<file path="src/rtl/esc_deframer.sv">
module esc_deframer #(
  parameter int unsigned DW  = 8,
  parameter logic [DW-1:0] ESC = 8'hA5,
  parameter logic [DW-1:0] SOM = 8'h02,
  parameter logic [DW-1:0] EOM = 8'h03
) (
  input  logic          clk,
  input  logic          rst_n,
  input  logic          serial_active,
  input  logic          in_valid,
  input  logic [DW-1:0] in_data,
  output logic          in_rd,
  output logic          out_valid,
  input  logic          out_ready,
  output logic [DW-1:0] out_data,
  output logic          out_sof,
  output logic          out_eof,
  output logic          crc_stb,
  output logic [DW-1:0] crc_data,
  output logic          frame_err
);

  logic          in_frame, esc_q, hold_v, hold_sof, sof_arm;
  logic [DW-1:0] hold_d;

  wire is_esc = (in_data == ESC);
  wire is_som = (in_data == SOM);
  wire is_eom = (in_data == EOM);

  assign in_rd = rst_n && in_valid && !serial_active && (!out_valid || out_ready);

  wire pay   = in_rd && in_frame && (esc_q ? is_esc : !is_esc);
  wire close = in_rd && in_frame && esc_q && is_eom;
  wire bad   = in_rd && in_frame && esc_q && !is_esc && !is_som && !is_eom;
  wire emit  = (pay || close) && hold_v;

  always_ff @(posedge clk) begin
    if (!rst_n) begin
      in_frame  <= 1'b0;
      esc_q     <= 1'b0;
      hold_v    <= 1'b0;
      hold_sof  <= 1'b0;
      hold_d    <= '0;
      sof_arm   <= 1'b0;
      out_valid <= 1'b0;
      out_data  <= '0;
      out_sof   <= 1'b0;
      out_eof   <= 1'b0;
      crc_stb   <= 1'b0;
      crc_data  <= '0;
      frame_err <= 1'b0;
    end else begin
      if (out_valid && out_ready) out_valid <= 1'b0;
      if (emit) begin
        out_valid <= 1'b1;
        out_data  <= hold_d;
        out_sof   <= hold_sof;
        out_eof   <= close;
      end
      crc_stb   <= pay;
      if (pay) crc_data <= in_data;
      frame_err <= bad;

      if (serial_active) begin
        in_frame <= 1'b0;
        esc_q    <= 1'b0;
        hold_v   <= 1'b0;
      end else if (in_rd) begin
        if (esc_q) begin
          esc_q <= is_esc && !in_frame;
          if (is_som) begin
            in_frame <= 1'b1;
            sof_arm  <= 1'b1;
            hold_v   <= 1'b0;
          end else if (in_frame && !is_esc) begin
            in_frame <= 1'b0;
            hold_v   <= 1'b0;
          end
        end else if (is_esc) begin
          esc_q <= 1'b1;
        end
        if (pay) begin
          hold_v   <= 1'b1;
          hold_d   <= in_data;
          hold_sof <= sof_arm;
          sof_arm  <= 1'b0;
        end
      end
    end
  end


  stall_no_pop_chk: assert property (@(posedge clk) disable iff (!rst_n)
    (out_valid && !out_ready) |-> !in_rd);


  stall_hold_chk: assert property (@(posedge clk) disable iff (!rst_n)
    (out_valid && !out_ready) |=> (out_valid && $stable(out_data) && $stable(out_sof) && $stable(out_eof)));


  abort_no_pop_chk: assert property (@(posedge clk) disable iff (!rst_n)
    serial_active |-> !in_rd);


  crc_after_pop_chk: assert property (@(posedge clk) disable iff (!rst_n)
    crc_stb |-> $past(in_rd));


  err_after_pop_chk: assert property (@(posedge clk) disable iff (!rst_n)
    frame_err |-> ($past(in_rd) && !crc_stb));

endmodule

</file>
<file path="config.mk">
export PLATFORM = sky130hd
export DESIGN_NAME = esc_deframer
export DESIGN_NICKNAME = d
export VERILOG_FILES = /design/src/rtl/esc_deframer.sv
export SDC_FILE = /design/constraint.sdc
export NUM_CORES = 1
export LEC_CHECK = 0
export ABC_AREA = 1
export CAP_MARGIN = 40
export CORE_MARGIN = 2
export CORE_UTILIZATION = 50
export CTS_BUF_LIST = sky130_fd_sc_hd__clkbuf_4
export CTS_CLUSTER_SIZE = 20
export DETAILED_ROUTE_END_ITERATION = 6
export GPL_ROUTABILITY_DRIVEN = 0
export PLACE_DENSITY = 0.78
export RECOVER_POWER = 25
export SYNTH_ARGS = -nofsm -noshare
export SYNTH_HDL_FRONTEND = slang
export SYNTH_SLANG_ARGS = --single-unit
</file>
<file path="constraint.sdc">
create_clock -name clk -period 1.72 [get_ports clk]
set_input_delay 0.172 -clock clk [delete_from_list [all_inputs] [get_ports clk]]
set_output_delay 0.172 -clock clk [all_outputs]
set_load 0.02 [all_outputs]
</file>
==> results.md <==
- Leakage Power: about 0.00085 uW
- Hold Slack: 461 ps
- Clock latency on the worst-skew pair: 330 ps
- Starting Density: around 52%
- Area delta synth->final: 43.3%
- Setup crit start kind: input pin
- Max Slew Vio Count: 0
- Port Buffers: 34
- CTS tree: built
- Max-Slew Margin vs Limit: 82.6%
- Fin crit share: 90.8%
- Die area: 0.00324 sq mm
- Primary FF master, synth: dfxtp_1
- Fin area: 0.00200 sq mm
- Diodes inserted: 0
- Top post-synthesis cells by area: dfxtp_1 (49%), nand2_1 (14%), nor2_1 (7.8%), a21oi_1 (7.5%), nand3_1 (6.1%)
- Unrepaired setup endpoints after global routing: false
- RR Startpoint: out_valid
- Max Cap Viol: 0
- Number of global-route vias before repair: 1389
- Layout cells sized above 1: ~15%
- Internal Power: approximately 1100 uW
- Count of cell types in the netlist: 21
- Via Count: 1414
- Grt ovf: 0
- RR Endpoint: crc_data[4]
- Root buffer cell: clkbuf_4
- Mapped cell area: 0.00140 sq mm
- R2R cell count: 8
- Top Registers: crc_data: 8 flops, hold_d: 8 flops, out_data: 8 flops
- Initial antenna violation count: 0
- Filler Cell Count: 222
- DR WL/cell: 11.9 um
- Clock Power Share: 37.9%
- Placed cell area: 0.00194 sq mm
- Seq pwr share: roughly 55%
- Critical Path End Type: primary output
- Post-CTS Repair Setup Buffers: 0
- Global-route wire length before repair: 5.90 mm
- Overall routing resource usage: 23.2%
- Sequential share of the synthesized area: 48.7%
- Setup TNS Final: 0 ps
- Top cell type's share of synthesized area: 48.7%
- Total power: 1440 uW
- Yosys warning total: 0
- Net count, final: about 270
- Synth Register Bits: 34
- Num rows: 19
- PwrDens: 721 mW/mm^2
- Min-delay src: hold_sof
- CTS Buf Count: 5
- CTS Hold Buffers Added: 0
- Post-CTS sizing: 1
- Max VDD drop: 0.780 mV
- Post-synth top cells: nand2_1 (52), dfxtp_1 (34), nor2_1 (29)
- Hold crit path type: reg2reg
- Yosys top cell by area: dfxtp_1
- Antenna-violating nets left: 0
- Core Util, Final: between 70% and 80%
- Combinational share of power: 7.5%
- Crit path arrival time: between 1000 and 1500 ps
- Period minus WS final: 1560 ps
- Final Hold Viols: 0
- Die Y-Extent: 56.9 um
- I/O pin count: 35
- Synthesized instance count: between 150 and 200
- Final WL: 3.45 mm
- Clock tree sinks: 34
- Asr flop ratio synth: 0%
- Via density: 4.89
- Hold path depth: 2
- CP required: 1550 ps
- Most common cell in the netlist: nand2_1
- Clock skew: between 10 and 15 ps
- Final setup violating endpoints: 0
- # H-tree levels: 2
- Slew @ Worst Pin: 259 ps
- R2R Setup Slk: 260 ps
- Total net switching power: 306 uW
- TritonRoute pass-1 iters: 4
- CTS max path bufs: 2
- Fmax: 640 MHz
- Largest net degree at the start of global routing: 18
- Hold Path End: hold_sof
- Mapped Nets: 210
- Core footprint: 0.00271 sq mm
- Reg clk slew, reported paths: roughly 100 ps
- Hpwl dp: 2.67 mm
- WS Path Type: in2out
- Chip width: 56.9 um
- Sw frac: 21.2%
- Post-synth EDFFs: 0
- Outcome: complete, no violations
- Drt drc: 0
- DRT iter0 DRCs: 27
- Mapped Avg Cell Area: 7.10 sq um
- Worst-path fanout max: 3
[logic make-up after synthesis]
family	Yosys count	synth area share (%)
flip-flops	34	48.7
AND/OR/NAND/NOR	110	34.2
AO/OA/AOI/OAI	24	8.77
buffers and inverters	29	8.41
[per-layer routing]
metal	routed length [um]	global-route usage, %
met1	1510	27.4
met2	1710	41.1
met3	179	4.15
met4	46	8.97
met5	0	0
[layout make-up]
cell class | count | area [sq um] | area share, %
sequential | 34 | 681 | 34.0
multi-input combinational | 134 | 601 | 30.0
timing repair buffer | 59 | 523 | 26.1
inverter | 24 | 90.1 | 4.49
tap | 31 | 38.8 | 1.94
clock buffer | 5 | 37.5 | 1.87
clock inverter | 2 | 33.8 | 1.69
[worst max-delay path by stage]
stage	start	to	slack [ps]	depth (start not counted)
after detailed placement	rst_n	crc_data[4]	-160	10
after global routing	rst_n	crc_data[4]	10	10
final	rst_n	in_rd	160	6
after CTS	rst_n	in_rd	150	6
after floorplan	out_valid	hold_v	240	8
after global placement	rst_n	crc_data[4]	-70	10
[power by group through the flow]
stage | sequential (uW) | combinational (uW) | clock [uW]
floorplan | 807 | 35.9 | 0
global placement | 807 | 104 | 0
detailed placement | 807 | 108 | 0
CTS | 789 | 107 | 554
global route | 789 | 118 | 588
finish | 789 | 108 | 548
[critical path, stage by stage]
cell and delay [ps]:
clkdlybuf4s50_1 500, inv_2 60, nor2_4 100, inv_1 60, nor2_1 140, dlygate4sd2_1 350
[cell usage in the layout, fill, tap and decap left out]
master           synthesis  routed
nand2_1                 52      52
nor2_1                  29      29
dlygate4sd2_1            0       1
o21a_1                   1       1
inv_2                    2       2
clkinv_1                 0       1
o21ai_1                  1       1
nand3_2                  2       2
clkbuf_1                 1       1
nand3_1                 17      17
buf_4                    0      23
o21ai_0                  1       1
nor3_1                   3       3
clkbuf_4                 0       6
nand4_1                  3       3
nor2_2                   1       1
nand2_4                  1       1
bufinv_16                0       1
a21oi_1                 21      21
dlygate4sd3_1            0      10
inv_1                   22      22
clkdlybuf4s50_1          0      23
dfxtp_1                 34      34
nand2_2                  1       1
nor2_4                   1       1
[through the flow]
stage               instances  worst slack, ps
floorplan                 197              241
global placement          282            -67.2
detailed placement        282             -161
CTS                       289              149
global route              289             11.5
finish                    289              158
Power figures use the tool's default switching activity.
